<file path="config.mk">
export PLATFORM = sky130hd
export DESIGN_NAME = tmr_dma_burst
export DESIGN_NICKNAME = d
export VERILOG_FILES = /design/src/rtl/tdb_pkg.sv /design/src/rtl/tdb_burst_ctrl.sv /design/src/rtl/tdb_addr_map.sv /design/src/rtl/tdb_reg_bank.sv /design/src/rtl/tdb_counter.sv /design/src/rtl/tmr_dma_burst.sv
export SDC_FILE = /design/constraint.sdc
export NUM_CORES = 2
export LEC_CHECK = 0
export ABC_AREA = 1
export BUFFER_PORTS_ARGS = -buffer_cell sky130_fd_sc_hd__buf_2
export CORE_MARGIN = 2
export CORE_UTILIZATION = 44
export DETAILED_ROUTE_END_ITERATION = 12
export SLEW_MARGIN = 10
export SYNTH_ARGS = -nofsm -noshare
export SYNTH_HDL_FRONTEND = slang
export SYNTH_SLANG_ARGS = --single-unit
</file>
<file path="constraint.sdc">
create_clock -name clk -period 5.3 [get_ports clk]
set_clock_uncertainty 0.2 [all_clocks]
set_input_delay 0.53 -clock clk [delete_from_list [all_inputs] [get_ports clk]]
set_output_delay 0.53 -clock clk [all_outputs]
set_load 0.05 [all_outputs]
</file>
<file path="src/rtl/tdb_pkg.sv">
package tdb_pkg;
    typedef enum logic [1:0] {
        ST_IDLE = 2'd0,
        ST_REQ  = 2'd1,
        ST_GAP  = 2'd2
    } burst_st_e;
endpackage

</file>
<file path="src/rtl/tdb_burst_ctrl.sv">
module tdb_burst_ctrl
    import tdb_pkg::*;
#(
    parameter int IDX_W = 5,
    parameter int OFF_W = 8
) (
    input  logic             clk,
    input  logic             rst,
    input  logic             fire,
    input  logic             acc,
    input  logic [OFF_W-1:0] cfg_start,
    input  logic [IDX_W-1:0] cfg_count,
    output logic             req,
    output logic             busy,
    output logic [IDX_W-1:0] idx,
    output logic [IDX_W-1:0] last,
    output logic [OFF_W-1:0] start_lat,
    output burst_st_e        st
);
    typedef struct packed {
        burst_st_e        st;
        logic [IDX_W-1:0] idx;
        logic [IDX_W-1:0] last;
        logic [OFF_W-1:0] start;
    } ctrl_s;

    ctrl_s ctl_d, ctl_q;

    always_comb begin
        ctl_d = ctl_q;
        unique case (ctl_q.st)
            ST_IDLE: begin
                if (fire) begin
                    ctl_d.st    = ST_REQ;
                    ctl_d.idx   = '0;
                    ctl_d.last  = cfg_count;
                    ctl_d.start = cfg_start;
                end
            end
            ST_REQ: begin
                if (acc) begin
                    if (ctl_q.idx == ctl_q.last) begin
                        ctl_d.st  = ST_IDLE;
                        ctl_d.idx = '0;
                    end else begin
                        ctl_d.st  = ST_GAP;
                        ctl_d.idx = ctl_q.idx + 1'b1;
                    end
                end
            end
            ST_GAP:  ctl_d.st = ST_REQ;
            default: ctl_d.st = ST_IDLE;
        endcase
    end

    always_ff @(posedge clk) begin
        if (rst) ctl_q <= '{st: ST_IDLE, idx: '0, last: '0, start: '0};
        else     ctl_q <= ctl_d;
    end

    assign req       = (ctl_q.st == ST_REQ);
    assign busy      = (ctl_q.st != ST_IDLE);
    assign idx       = ctl_q.idx;
    assign last      = ctl_q.last;
    assign start_lat = ctl_q.start;
    assign st        = ctl_q.st;
endmodule

</file>
<file path="src/rtl/tdb_addr_map.sv">
module tdb_addr_map #(
    parameter int ADDR_W = 8,
    parameter int IDX_W  = 5,
    parameter int NREG   = 32
) (
    input  logic                    win_hit,
    input  logic                    use_burst,
    input  logic [ADDR_W-1:0]       bus_addr,
    input  logic [ADDR_W-1:0]       start_burst,
    input  logic [ADDR_W-1:0]       start_cfg,
    input  logic [IDX_W-1:0]        idx,
    output logic [$clog2(NREG)-1:0] tgt_word,
    output logic                    tgt_in_bank
);
    localparam int WORD_W     = $clog2(NREG);
    localparam int BASE_W     = (ADDR_W > IDX_W + 2) ? ADDR_W : IDX_W + 2;
    localparam int SUM_W      = BASE_W + 1;
    localparam int BANK_BYTES = NREG * 4;

    logic [SUM_W-1:0] off;
    logic [SUM_W-1:0] base;
    logic [SUM_W-1:0] step;

    always_comb begin
        base = use_burst ? SUM_W'(start_burst) : SUM_W'(start_cfg);
        step = use_burst ? SUM_W'({idx, 2'b00}) : '0;
        off  = win_hit ? (base + step) : SUM_W'(bus_addr);
    end

    assign tgt_in_bank = (off < SUM_W'(BANK_BYTES));
    assign tgt_word    = off[WORD_W+1:2];
endmodule

</file>
<file path="src/rtl/tdb_reg_bank.sv">
module tdb_reg_bank #(
    parameter int NREG   = 32,
    parameter int DATA_W = 32
) (
    input  logic                    clk,
    input  logic                    rst,
    input  logic                    wr_en,
    input  logic [$clog2(NREG)-1:0] wr_word,
    input  logic [DATA_W-1:0]       wr_data,
    input  logic [$clog2(NREG)-1:0] rd_word,
    output logic [DATA_W-1:0]       rd_data
);
    logic [DATA_W-1:0] mem_d [NREG];
    logic [DATA_W-1:0] mem_q [NREG];

    always_comb begin
        for (int i = 0; i < NREG; i++) mem_d[i] = mem_q[i];
        if (wr_en) mem_d[wr_word] = wr_data;
    end

    always_ff @(posedge clk) begin
        for (int i = 0; i < NREG; i++) begin
            if (rst) mem_q[i] <= '0;
            else     mem_q[i] <= mem_d[i];
        end
    end

    assign rd_data = mem_q[rd_word];
endmodule

</file>
<file path="src/rtl/tdb_counter.sv">
module tdb_counter #(
    parameter int CNT_W = 16
) (
    input  logic             clk,
    input  logic             rst,
    input  logic             freeze,
    output logic [CNT_W-1:0] cnt
);
    logic [CNT_W-1:0] cnt_d, cnt_q;

    always_comb begin
        cnt_d = cnt_q;
        if (!freeze) cnt_d = cnt_q + 1'b1;
    end

    always_ff @(posedge clk) begin
        if (rst) cnt_q <= '0;
        else     cnt_q <= cnt_d;
    end

    assign cnt = cnt_q;
endmodule

</file>
<file path="src/rtl/tmr_dma_burst.sv">
module tmr_dma_burst
    import tdb_pkg::*;
#(
    parameter int ADDR_W = 8,
    parameter int DATA_W = 32,
    parameter int NREG   = 32,
    parameter int NEVT   = 4,
    parameter int CNT_W  = 16
) (
    input  logic              clk,
    input  logic              rst,
    input  logic              bus_valid,
    input  logic              bus_write,
    input  logic [ADDR_W-1:0] bus_addr,
    input  logic [DATA_W-1:0] bus_wdata,
    output logic [DATA_W-1:0] bus_rdata,
    input  logic              dma_ack,
    output logic              dma_req,
    input  logic [NEVT-1:0]   evt_in,
    input  logic [NEVT-1:0]   evt_req_en,
    input  logic              dbg_halt,
    output logic [CNT_W-1:0]  cnt_val
);
    localparam int IDX_W      = $clog2(NREG);
    localparam int BANK_BYTES = NREG * 4;
    localparam int HOLD_BIT   = DATA_W - 1;
    localparam logic [ADDR_W-1:0] CFG_ADDR = ADDR_W'(BANK_BYTES);
    localparam logic [ADDR_W-1:0] WIN_ADDR = ADDR_W'(BANK_BYTES + 4);
    localparam logic [ADDR_W-1:0] CNT_ADDR = ADDR_W'(BANK_BYTES + 8);

    typedef struct packed {
        logic              hold;
        logic [IDX_W-1:0]  count;
        logic [ADDR_W-1:0] start;
    } cfg_s;

    cfg_s cfg_d, cfg_q;

    logic              win_hit, cfg_hit, cnt_hit, bank_hit;
    logic              fire, acc, busy, req;
    logic [IDX_W-1:0]  idx, last;
    logic [ADDR_W-1:0] start_lat;
    burst_st_e         st;
    logic [IDX_W-1:0]  tgt_word;
    logic              tgt_in_bank;
    logic [DATA_W-1:0] bank_rd;
    logic              bank_we;

    assign win_hit  = bus_valid && (bus_addr == WIN_ADDR);
    assign cfg_hit  = bus_valid && (bus_addr == CFG_ADDR);
    assign cnt_hit  = bus_valid && (bus_addr == CNT_ADDR);
    assign bank_hit = bus_valid && (bus_addr < CFG_ADDR);
    assign fire     = |(evt_in & evt_req_en);
    assign acc      = win_hit && dma_ack && req;

    tdb_burst_ctrl #(.IDX_W(IDX_W), .OFF_W(ADDR_W)) u_ctrl (
        .clk       (clk),
        .rst       (rst),
        .fire      (fire),
        .acc       (acc),
        .cfg_start (cfg_q.start),
        .cfg_count (cfg_q.count),
        .req       (req),
        .busy      (busy),
        .idx       (idx),
        .last      (last),
        .start_lat (start_lat),
        .st        (st)
    );

    tdb_addr_map #(.ADDR_W(ADDR_W), .IDX_W(IDX_W), .NREG(NREG)) u_map (
        .win_hit     (win_hit),
        .use_burst   (acc),
        .bus_addr    (bus_addr),
        .start_burst (start_lat),
        .start_cfg   (cfg_q.start),
        .idx         (idx),
        .tgt_word    (tgt_word),
        .tgt_in_bank (tgt_in_bank)
    );

    assign bank_we = bus_write && (win_hit || bank_hit) && tgt_in_bank;

    tdb_reg_bank #(.NREG(NREG), .DATA_W(DATA_W)) u_bank (
        .clk     (clk),
        .rst     (rst),
        .wr_en   (bank_we),
        .wr_word (tgt_word),
        .wr_data (bus_wdata),
        .rd_word (tgt_word),
        .rd_data (bank_rd)
    );

    tdb_counter #(.CNT_W(CNT_W)) u_cnt (
        .clk    (clk),
        .rst    (rst),
        .freeze (dbg_halt && cfg_q.hold),
        .cnt    (cnt_val)
    );

    always_comb begin
        cfg_d = cfg_q;
        if (cfg_hit && bus_write) begin
            cfg_d.start = bus_wdata[ADDR_W-1:0];
            cfg_d.count = bus_wdata[ADDR_W+IDX_W-1:ADDR_W];
            cfg_d.hold  = bus_wdata[HOLD_BIT];
        end
    end

    always_ff @(posedge clk) begin
        if (rst) cfg_q <= '0;
        else     cfg_q <= cfg_d;
    end

    always_comb begin
        bus_rdata = '0;
        if (win_hit || bank_hit) begin
            if (tgt_in_bank) bus_rdata = bank_rd;
        end else if (cfg_hit) begin
            bus_rdata[ADDR_W-1:0]            = cfg_q.start;
            bus_rdata[ADDR_W+IDX_W-1:ADDR_W] = cfg_q.count;
            bus_rdata[HOLD_BIT]              = cfg_q.hold;
        end else if (cnt_hit) begin
            bus_rdata[CNT_W-1:0] = cnt_val;
        end
    end

    assign dma_req = req;
endmodule


</file>
---- Word level (Yosys, flattened, before mapping) ----
Memory sizes are Yosys's and may differ from the RTL's.
Index checks and enable logic that the tools add are counted.
storage, ports and cells
  bits in writable memories ............... 1024
  bits of input ports ..................... 54
  flip-flop bits (word level) ............. 50
  memories ................................ 1
memory list
  memory        depth  width  rd ports  clocked after Yosys merged registers in  write ports  line                source
  u_bank.mem_q  32     32     33        0                                        32           tdb_reg_bank.sv:14  logic [DATA_W-1:0] mem_q [NREG];
operators by class
  equality and inequality tests ........... 8
  multiplexer cells ....................... 55
  bitwise operators ....................... 34
  reductions and logical operators ........ 18
  $lt $le $gt $ge ......................... 4
  add/subtract/negate cells ............... 3
operator list
  cell                                                                          count
  32-bit two-way mux                                                            34
  1024-bit bitwise mux                                                          1
  1024-bit two-way mux                                                          1
  32-bit demux with 5-bit select                                                1
  16-bit two-way mux                                                            2
  1-bit bitwise OR                                                              32
  8-bit == test, second input constant                                          3
  7-bit two-way mux                                                             3
  20-bit two-way mux                                                            1
  16-bit by 1-bit adder with 16-bit output, second input constant               1
  15-bit two-way mux                                                            1
  13-bit two-way mux                                                            1
  1-bit logical AND                                                             11
  5-bit one-hot mux with 2 select lines                                         1
  9-bit adder                                                                   1
  9-bit by 8-bit less-than comparator with 1-bit output, second input constant  1
  9-bit two-way mux                                                             1
  8-bit less-than comparator, second input constant                             1
  8-bit two-way mux                                                             1
  6-bit greater-or-equal comparator, second input constant                      1
  6-bit by 1-bit less-than comparator with 1-bit output, second input constant  1
  5-bit inverter with 6-bit output                                              1
  2-bit one-hot mux with 3 select lines                                         1
  5-bit by 1-bit adder with 5-bit output, second input constant                 1
  other kinds (14)                                                              19

---- Longest topological paths before layout ----
  depth after elaboration ................. 15
  gate-level depth with buffers ........... 24

---- By module ----
From an unflattened synthesis, not the netlist that was laid out.
unflattened totals
  cell total of the unflattened synthesis .. 7612
  area, all modules ....................... 49183.4 um^2
by module, submodules not included
  module          sequential area each (um^2)  area an instance (um^2)  instances  cells an instance
  tdb_reg_bank    20499.7                      45528.7                  1          7010
  tmr_dma_burst   280.3                        1500.2                   1          280
  tdb_burst_ctrl  400.4                        883.3                    1          121
  tdb_counter     320.3                        850.8                    1          121
  tdb_addr_map    0.0                          420.4                    1          80

---- Worst setup path before layout ----
Ideal clock, no wire load.
  kind .................................... register to output
  start ................................... register u_ctrl.ctl_q, in the netlist u_ctrl.st[0]
  end ..................................... output bus_rdata[30]
  path buffers ............................ 1
  slack ................................... 37 ps
  stages on the path, launching flop included .. 17
  data arrival time ....................... 4533 ps
  cells stage by stage .................... dfxtp_1 > inv_1 > nor2_1 > nand4_2 > clkinv_1 > o21ai_0 > ha_1 > fa_1 > xor2_1 > a21oi_2 > clkinv_1 > nand3_1 > clkinv_1 > clkbuf_1 > o21ai_0 > nand3_1 > nor2_1
between the ends
  word-level cells in the longest chain between the ends .. 8
  elaborated cells on any way between the ends .. 10
RTL lines
  element                                                                                      line                                    source
  start: declaration                                                                           tdb_burst_ctrl.sv:27                    ctrl_s ctl_d, ctl_q;
  start signal: assignment                                                                     tdb_burst_ctrl.sv:57                    if (rst) ctl_q <= '{st: ST_IDLE, idx: '0, last: '0, start: '0};
  start signal: assignment                                                                     tdb_burst_ctrl.sv:58                    else ctl_q <= ctl_d;
  2-bit by 1-bit == test with 1-bit output (*)                                                 tdb_burst_ctrl.sv:61                    assign req = (ctl_q.st == ST_REQ);
  via dma_req                                                                                  tmr_dma_burst.sv:18                     output logic dma_req,
  1-bit logical AND (*)                                                                        tmr_dma_burst.sv:54                     assign acc = win_hit && dma_ack && req;
  8-bit two-way mux or 7-bit two-way mux (tied branches)                                       tdb_addr_map.sv:25, tdb_addr_map.sv:26
  9-bit adder (*)                                                                              tdb_addr_map.sv:27                      off = win_hit ? (base + step) : SUM_W'(bus_addr);
  9-bit two-way mux (*)                                                                        tdb_addr_map.sv:27
  memory 32 x 32 bit or 9-bit by 8-bit less-than comparator with 1-bit output (tied branches)  n/a
  32-bit two-way mux (*)                                                                       tmr_dma_burst.sv:118                    if (tgt_in_bank) bus_rdata = bank_rd;
  15-bit two-way mux (*)                                                                       tmr_dma_burst.sv:117                    if (win_hit || bank_hit) begin
  end: declaration                                                                             tmr_dma_burst.sv:16                     output logic [DATA_W-1:0] bus_rdata,
Mark *: on every way through the listed nets, which the timed path passes. The rest lies on a longest branch.

---- Final worst setup path ----
  start ................................... register u_ctrl.ctl_q, in the netlist u_ctrl.st[0]
  end ..................................... output bus_rdata[19]
between the ends
  word-level cells in the longest chain between the ends .. 8
  elaborated cells on any way between the ends .. 10
RTL lines
  element                                                                                      line
  2-bit by 1-bit == test with 1-bit output (*)                                                 tdb_burst_ctrl.sv:61
  1-bit logical AND (*)                                                                        tmr_dma_burst.sv:54
  8-bit two-way mux or 7-bit two-way mux (tied branches)                                       tdb_addr_map.sv:25, tdb_addr_map.sv:26
  9-bit adder (*)                                                                              tdb_addr_map.sv:27
  9-bit two-way mux (*)                                                                        tdb_addr_map.sv:27
  memory 32 x 32 bit or 9-bit by 8-bit less-than comparator with 1-bit output (tied branches)  n/a
  32-bit two-way mux (*)                                                                       tmr_dma_burst.sv:118
  15-bit two-way mux (*)                                                                       tmr_dma_burst.sv:117
Mark *: on every way between the ends. The rest lies on a longest branch, timed or not.

==> reports/results.txt <==
Total gr overflow -> 0
Area after DPL -> 64200 um^2
Critical-path maximum fanout -> 76
Yosys reg bits -> 1072
Sum Neg Setup Slack -> 0 ps
Mapped Area -> 61800 um^2
Commonest non-fill, non-tap cell in the layout -> nand2_1
Placer Congestion -> 0.920
Post-synthesis cell type count -> 35
Peak supply drop -> 0.276 mV
TritonCTS Buffers -> 130
Post-synthesis sequential area ratio -> 34.7%
Crit share post-route -> 99.3%
Syn Area/Cell -> 5.80 um^2
Net Count, Synth -> 10711
CTS tree -> built
WL/cell -> 19.1 um
Syn Inst Count -> 10649
Final net count -> 10423
Core Rows -> 137
CTS Sinks -> 1072
CP endpoint kind -> output port
Clock Tree Buf Depth -> 3
Crit path launch type -> flop
Design area -> 69200 um^2
Die area -> 143000 um^2
Die Span Y -> 379 um
Final min period -> 5260 ps
Drt via density -> 5.26
Detailed placement HPWL -> 141000 um
Critical Setup Path Class -> flop to output port
Drt first pass iters -> 8
Synth area leaders -> dfxtp_1 (35%), nand2_1 (21%), inv_1 (13%)
First-pass GRT wire length -> 355000 um
DRC -> 0
Max Freq -> 0.190 GHz
Crit path arrival time -> 4530 ps
Worst-Skew Late Latency -> 780 ps
PD cells -> 281 nW/um^2
Slew HR -> 13.5%
Die width -> 379 um
H-tree Lvls -> 4
Routed WL -> 236000 um
Num ports -> 103
Vias in the first global route -> 58112
Global Route Usage Sum -> 31.8%
Initial antenna violation count -> 1
Commonest cells after routing, fill and taps aside -> nand2_1 (3383), inv_1 (2153), nor2_1 (1145)
Largest net degree at the start of global routing -> 136
Max cap viols -> 0
Clock slew at reported path FFs -> 60 ps
Leak -> 33.9 nW
Post-DRT Antenna Nets -> 0
Yosys warns -> 0
Status -> finished clean
DR vias -> 64848
Final hold violation count -> 0
Share of the synthesized area in the top cell type -> 34.7%
Final setup fails -> 0
Cell accounting for the most synthesized area -> dfxtp_1
Clock tree root driver cell -> clkbuf_16
Fin. max-slew vios -> 0
WHS -> 65.6 ps
Core outline area -> 139000 um^2
Least-Margin Pin Slew -> 1300 ps
Starting Density -> 44.3%
Drt initial violations -> 7542
Path category of the worst min-delay check -> primary input to flop
Port-buffer cells -> 102
Area Overhead vs Synth -> 12.0%
Share of cells above drive strength 1 -> 6.70%
Worst EP required -> 4570 ps
[state kept, by name (all words and copies together), names as in the netlist]
name	count
cfg_q	14
u_ctrl.last	5
u_bank.mem_q	1024
u_ctrl.idx	5
u_cnt.cnt	16
u_ctrl.st	2
u_ctrl.start_lat	6
[layer usage]
layer | up-vias | part of all wire (%) | GRT usage [%]
met5 | - | 0 | 0
met4 | 0 | 3.9 | 12.4
met3 | 490 | 8.6 | 4.46
met2 | 2772 | 45 | 50.2
met1 | 29912 | 43 | 43.7
li1 | 31674 | - | -
[final cells by class]
class                   instances  area, um^2
clock buffers                 205        3970
well taps                    1876        2350
multi-input cells            6568       29000
repair buffers                420        4020
flip-flops and latches       1072       21500
inverters                    2169        8170
fillers                     14361       70200
diodes                          1        2.50
clock inverters                22         238
[power breakdown]
| part | internal [mW] | total (mW) | leakage (nW) | switching (mW) |
|---|---|---|---|---|
| Clock | 5.32 | 9.05 | 2.07 | 3.73 |
| Combinational | 0.568 | 2.31 | 23.2 | 1.74 |
| Sequential | 8.09 | 8.10 | 8.64 | 0.0140 |
[cell usage after synthesis, drive strengths merged]
cell and count:
a211oi 1, a21o 2, a21oi 66, a31oi 1, buf 425, clkbuf 419
clkinv 4, dfxtp 1072, fa 1, ha 7, inv 2165, nand2 3392
nand3 377, nand3b 1, nand4 1030, nor2 1211, nor3 18, nor4 1
o2111ai 2, o21a 2, o21ai 418, o22ai 29, o31ai 1, or2 2
xor2 2
[logic make-up (layout without fill, tap and decap cells)]
group | count (synthesis) | after routing | share of synthesized area [%]
AND/OR/NAND/NOR | 6032 | 6036 | 41.7
flip-flops | 1072 | 1072 | 34.7
XOR/XNOR | 2 | 2 | 0.0284
buffers and inverters | 3013 | 2816 | 19.0
adder cells (fa/ha/maj) | 8 | 8 | 0.174
AO/OA/AOI/OAI | 522 | 522 | 4.34
other | 0 | 1 | 0
[critical path: stages (launching register included)]
cell     delay [ps]
dfxtp_1         320
inv_1            50
nor2_2          160
nand4_2         140
buf_4           190
nor2_1          110
ha_2            240
fa_2            440
nand2_2         180
nand2_8         130
buf_12          230
buf_4           270
nand3_1          90
nand3_1         130
nand2_1          80
nand2_1          80
nor2_2          280
nand2_1         200
nor2_2          210
buf_12          160
[path summary, 6_finish.rpt]
| kind | from | to | slack (ps) | cells past startpoint |
|---|---|---|---|---|
| worst max-delay path | u_ctrl.st[0] | bus_rdata[19] | 40 | 19 |
| worst min register to register | u_ctrl.start_lat[7] | u_ctrl.start_lat[7] | 260 | 2 |
| worst max register to register | u_ctrl.st[0] | u_bank.mem_q[9][29] | 900 | 18 |
| worst min-delay path | dbg_halt | u_cnt.cnt[0] | 70 | 3 |
[what timing repair did]
item | in CTS | in global routing
pin swaps | 1 | 6
gates cloned | 1 | 7
hold buffers | 18 | 0
setup endpoints to repair | 32 | 32
setup buffers | 5 | 14
endpoints found under the hold margin | 20 | 0
gates resized for setup | 36 | 41
[stage by stage]
| step | instances | worst slack (ps) | power, mW | utilization (%) |
|---|---|---|---|---|
| after CTS | 12311 | 6.80 | 19.5 | 49.4 |
| final | 12333 | 36.2 | 19.5 | 49.6 |
| after global routing | 12333 | -13.1 | 20.0 | 49.6 |
| after detailed placement | 12060 | 113 | 10.4 | 46.0 |
| after floorplan | 10649 | 37.1 | 9.59 | - |
| after global placement | 12060 | 88.2 | 10.5 | 46.0 |
(Power assumes the default switching activity.)
